## src/rtl/recip_pkg.sv

```systemverilog
package recip_pkg;

  localparam int DEF_EXP_W  = 8;
  localparam int DEF_FRAC_W = 7;

  // Table entry: fraction of 2^(2F+1)/(2^F+t), i.e. mantissa of 1/(1+t/2^F)
  // renormalised one place; entry 0 is the exact case 1/1.
  function automatic int recip_entry(input int t, input int fw);
    int num;
    int den;
    if (t == 0) return 0;
    num = 1 << (2 * fw + 1);
    den = (1 << fw) + t;
    return (num / den) - (1 << fw);
  endfunction

endpackage

```

## src/rtl/recip_lut.sv

```systemverilog
module recip_lut #(
  parameter int FRAC_W = recip_pkg::DEF_FRAC_W
) (
  input  logic [FRAC_W-1:0] frac_i,
  output logic [FRAC_W-1:0] frac_o
);
  localparam int ENTRIES = 1 << FRAC_W;

  logic [FRAC_W-1:0] rom [ENTRIES];

  for (genvar g = 0; g < ENTRIES; g++) begin : g_rom
    assign rom[g] = FRAC_W'(recip_pkg::recip_entry(g, FRAC_W));
  end

  assign frac_o = rom[frac_i];
endmodule

```

## src/rtl/recip_exp.sv

```systemverilog
module recip_exp #(
  parameter int EXP_W = recip_pkg::DEF_EXP_W
) (
  input  logic [EXP_W-1:0] exp_i,
  input  logic             frac_nz_i,
  output logic [EXP_W-1:0] exp_o,
  output logic             zero_o
);
  localparam int DW         = EXP_W + 2;
  localparam int TWICE_BIAS = 2 * ((1 << (EXP_W - 1)) - 1);

  logic [DW-1:0] base;
  logic [DW-1:0] diff;

  always_comb begin
    base   = DW'(TWICE_BIAS);
    diff   = base - {{(DW-1){1'b0}}, frac_nz_i} - {2'b00, exp_i};
    exp_o  = diff[EXP_W-1:0];
    zero_o = (exp_i == '0) || diff[DW-1] || (diff == '0);
  end
endmodule

```

## src/rtl/recip_stage.sv

```systemverilog
module recip_stage #(
  parameter int W = 16
) (
  input  logic         clk,
  input  logic         rst_n,
  input  logic         s_valid,
  output logic         s_ready,
  input  logic [W-1:0] s_data,
  output logic         m_valid,
  input  logic         m_ready,
  output logic [W-1:0] m_data
);
  logic         full_q;
  logic [W-1:0] data_q;

  assign s_ready = !full_q || m_ready;
  assign m_valid = full_q;
  assign m_data  = data_q;

  always_ff @(posedge clk) begin
    if (!rst_n) begin
      full_q <= 1'b0;
      data_q <= '0;
    end else if (s_ready) begin
      full_q <= s_valid;
      if (s_valid) data_q <= s_data;
    end
  end
endmodule

```

## src/rtl/recip_unit.sv

```systemverilog
module recip_unit #(
  parameter int EXP_W  = recip_pkg::DEF_EXP_W,
  parameter int FRAC_W = recip_pkg::DEF_FRAC_W
) (
  input  logic                      clk,
  input  logic                      rst_n,
  input  logic                      in_valid,
  output logic                      in_ready,
  input  logic [EXP_W+FRAC_W:0]     in_data,
  output logic                      out_valid,
  input  logic                      out_ready,
  output logic [EXP_W+FRAC_W:0]     out_data
);
  localparam int W = 1 + EXP_W + FRAC_W;

  logic              op_sign;
  logic [EXP_W-1:0]  op_exp;
  logic [FRAC_W-1:0] op_frac;
  logic [FRAC_W-1:0] res_frac;
  logic [EXP_W-1:0]  res_exp;
  logic              res_zero;
  logic [W-1:0]      res_word;

  assign op_sign = in_data[W-1];
  assign op_exp  = in_data[W-2:FRAC_W];
  assign op_frac = in_data[FRAC_W-1:0];

  recip_lut #(.FRAC_W(FRAC_W)) u_lut (
    .frac_i (op_frac),
    .frac_o (res_frac)
  );

  recip_exp #(.EXP_W(EXP_W)) u_exp (
    .exp_i     (op_exp),
    .frac_nz_i (|op_frac),
    .exp_o     (res_exp),
    .zero_o    (res_zero)
  );

  assign res_word = res_zero ? '0 : {op_sign, res_exp, res_frac};

  recip_stage #(.W(W)) u_stage (
    .clk     (clk),
    .rst_n   (rst_n),
    .s_valid (in_valid),
    .s_ready (in_ready),
    .s_data  (res_word),
    .m_valid (out_valid),
    .m_ready (out_ready),
    .m_data  (out_data)
  );
endmodule

```

## config.mk

```make
export PLATFORM = sky130hd
export DESIGN_NAME = recip_unit
export DESIGN_NICKNAME = d
export VERILOG_FILES = /design/src/rtl/recip_pkg.sv /design/src/rtl/recip_lut.sv /design/src/rtl/recip_exp.sv /design/src/rtl/recip_stage.sv /design/src/rtl/recip_unit.sv
export SDC_FILE = /design/constraint.sdc
export NUM_CORES = 1
export LEC_CHECK = 0
export ABC_AREA = 1
export BUFFER_PORTS_ARGS = -buffer_cell sky130_fd_sc_hd__buf_2
export CAP_MARGIN = 20
export CORE_MARGIN = 2
export CORE_UTILIZATION = 45
export CTS_BUF_LIST = sky130_fd_sc_hd__clkbuf_8
export DETAILED_ROUTE_END_ITERATION = 10
export PLACE_DENSITY = 0.67
export SLEW_MARGIN = 20
export SYNTH_ARGS = -nofsm -noshare
export SYNTH_HDL_FRONTEND = slang
export SYNTH_SLANG_ARGS = --single-unit
```

## constraint.sdc

```tcl
create_clock -name clk -period 4.9 [get_ports clk]
set_input_delay 1.225 -clock clk [delete_from_list [all_inputs] [get_ports clk]]
set_output_delay 1.225 -clock clk [all_outputs]
set_load 0.05 [all_outputs]
```

==> flow_metrics.py <==
metrics = {
    "route": {
        "drt-initial-drc-count": 165,
        "wl_per_cell_um": 12.66,
        "avgViaCountPerCell": 5.308,
        "antenna_left": 0,
        "vias": 2102,
        "finalWirelength_mm": 5.014,
        "route.detailed.drc": 0,
        "firstDrtPassIters": 5,
    },
    "final_layout": {
        "fin_area_um2": 2101,
        "layout-drive-gt1-share_pct": 21.10,
        "syn2layout_area_growth_pct": 11.56,
        "diodes": 0,
        "final_nets": 375,
    },
    "sta": {
        "hold_viol": 0,
        "tns_ns": 0,
        "worst-slew-pin-transition_ns": 0.8250,
        "maxSlewViolCount": 0,
        "rsz0062_at_grt": "false",
        "fin_crit_ns": 3.659,
        "max-slew-margin-rel_pct": 44.87,
        "post-route-period-util_pct": 74.68,
        "finClkSkew_ns": 0.001525,
        "max_freq_mhz": 273.3,
        "finalSetupViolCount": 0,
    },
    "synth": {
        "synth_area_um2": 1883,
        "ys_ff_latch": 17,
        "synth_edf_count": 0,
        "synth_flop_cell": "dfxtp_1",
        "synthTopCellsByArea": "nand2_1 (18%), dfxtp_1 (18%), nand3_1 (11%)",
        "yosysWarningCount": 0,
        "async_flop_share_pct": 0,
        "avgSynthCellArea_um2": 5.922,
        "yosys-top-cells-count": "nand2_1 (92), nand3_1 (43), nor2_1 (33)",
        "yosys.cell_count.top_type": "nand2_1",
        "syn_inst": 318,
        "synth.largest_area_cell": "nand2_1",
        "synth_seq_area_share_pct": 18.07,
        "ys_types": 35,
        "synth_nets": 346,
        "yosys.area.top_type_share_pct": 18.34,
    },
    "cts": {
        "clockRootBuffer": "clkbuf_8",
        "cts_sinks": 17,
        "numCtsBuffers": 3,
        "htreeDepth": 1,
        "clk_pin_slew_ns": 0.07,
        "cts-hold-fix-buffers": 0,
        "clock_latency_ns": 0.25,
        "cts_buffer_depth": 2,
        "cts_setup_buffers": 0,
        "cts_tree": "built",
        "cts_resized": 0,
    },
    "power": {
        "ir_worst_vdd_v": 0.00009010,
        "p_leak_nw": 1.074,
        "powerDensity_nw_per_um2": 207.5,
    },
    "floorplan": {
        "initial_utilization_pct": 47.08,
        "die_area_um2": 4718,
        "dieHeight_um": 68.69,
        "fp.dieW_um": 68.69,
        "ios": 38,
        "core_area_um2": 4000,
        "row_count": 23,
    },
    "hold_path": {
        "min_path_type": "register to register",
    },
    "global_routing": {
        "gr-usage-met2_pct": 37.38,
        "grt_remaining_overflow": 0,
        "grt_util_all_layers_pct": 22.48,
        "grt_pass1_wl_mm": 8.286,
        "grt_max_degree": 28,
        "grt_pass1_vias": 1875,
        "grt_util_met3_pct": 3.247,
        "top_usage_layer": "met2",
        "grt_use_met1_pct": 31.93,
        "antenna_found_initial": 0,
    },
    "place": {
        "hpwl_mm": 3.793,
        "port_buffers": 37,
        "gp_congestion": 0.9802,
        "dpl_cell_area_um2": 2056,
    },
    "critical_path": {
        "crit_chain": "buf_2 > inv_1 > ha_1 > nand2_1 > nor2_4 > nand2_1 > fa_1 > nand2_1 > inv_1 > nor2_1 > nand3_1 > nor2_1 > nand2_1 > nor2_2 > nand3_2 > nand3_1 > a21oi_1",
        "crit_type": "input pin to register",
        "critPathLaunchType": "input pin",
        "slowest_stage": "fa_1",
        "crit_arrival_ns": 3.78,
        "crit_fanout": 14,
        "path_common_cell": "nand2_1",
        "end_kind": "register",
        "cp_data_required_time_ns": 5.02,
        "max_stage_delay_ns": 0.42,
    },
    "run": {
        "cap_violations": 0,
    },
    "run_status": {
        "outcome": "finished clean",
    },
}
-- where the power goes --
group          switching [W]  total (W)  leakage (nW)  internal, W
logic               0.000128   0.000180         0.907    0.0000527
clock network      0.0000475   0.000103        0.0269    0.0000556
registers         0.00000466   0.000153         0.140     0.000148
-- cells in the final DEF, fill, tap and decap left out, drive strengths merged --
cell    instances
nand2          96
nand3          56
buf            37
nor2           36
inv            36
a21oi          27
dfxtp          17
o21ai          17
ha              7
clkbuf          3
nor3            2
o211ai          2
nand4           2
nor4            1
clkinv          1
a31oi           1
nand3b          1
a21boi          1
o22ai           1
xor2            1
fa              1
-- flip-flops by register name (all words and copies together) (netlist names) --
name and count:
u_stage.m_data 16, u_stage.m_valid 1
-- layout make-up --
class / count / area, um^2
Sequential cell: 17 / 340.3
Inverter: 36 / 137.6
Fill cell: 416 / 1899
Clock inverter: 1 / 3.754
Timing Repair Buffer: 37 / 185.2
Multi-Input combinational cell: 252 / 1330
Clock buffer: 3 / 41.29
Tap cell: 50 / 62.56
-- per-layer routing --
metal  vias to the layer above  share of wire, %
met2                        61                44
met1                       944                49
met5                         -                 0
li1                       1093                 -
met3                         4               6.1
met4                         0              0.38
-- path summary, 6_finish.rpt --
| path | startpoint | end | slack [ns] | depth (start not counted) |
|---|---|---|---|---|
| worst max register to register | u_stage.m_valid$_SDFFE_PN0N_ | u_stage.m_data[3]$_SDFFE_PN0P_ | 2.89 | 7 |
| worst min register to register | u_stage.m_data[13]$_SDFFE_PN0P_ | u_stage.m_data[13]$_SDFFE_PN0P_ | 0.46 | 2 |
| worst min-delay path | u_stage.m_data[13]$_SDFFE_PN0P_ | u_stage.m_data[13]$_SDFFE_PN0P_ | 0.46 | 2 |
| worst max-delay path | in_data[1] | u_stage.m_data[9]$_SDFFE_PN0P_ | 1.24 | 17 |
-- metrics by stage --
stage	hold WS, ns	setup WS, ns	power [W]	util (%)	cells
floorplan	0.6899	1.573	0.0002922	-	318
global placement	0.4513	1.150	0.0003342	51.39	392
detailed placement	0.4517	1.008	0.0003343	51.39	392
CTS	0.4621	1.252	0.0004363	52.52	396
global route	0.4912	0.9455	0.0004646	52.52	396
finish	0.4627	1.241	0.0004359	52.52	396
-- critical path: cells and delay by family --
family          cells  cell delay, ns
compound gates      1            0.08
fa+ha+maj           2            0.65
simple gates       11            1.49
buf+inv             3            0.32
-- cells by family after synthesis --
logic type,after synthesis,synth area share (%)
AO/OA/AOI/OAI,49,15.75
XOR/XNOR,1,0.4652
adder cells (fa/ha/maj),8,5.714
buffers and inverters,49,11.30
flip-flops,17,18.07
AND/OR/NAND/NOR,194,48.71
(Power assumes the default switching activity.)
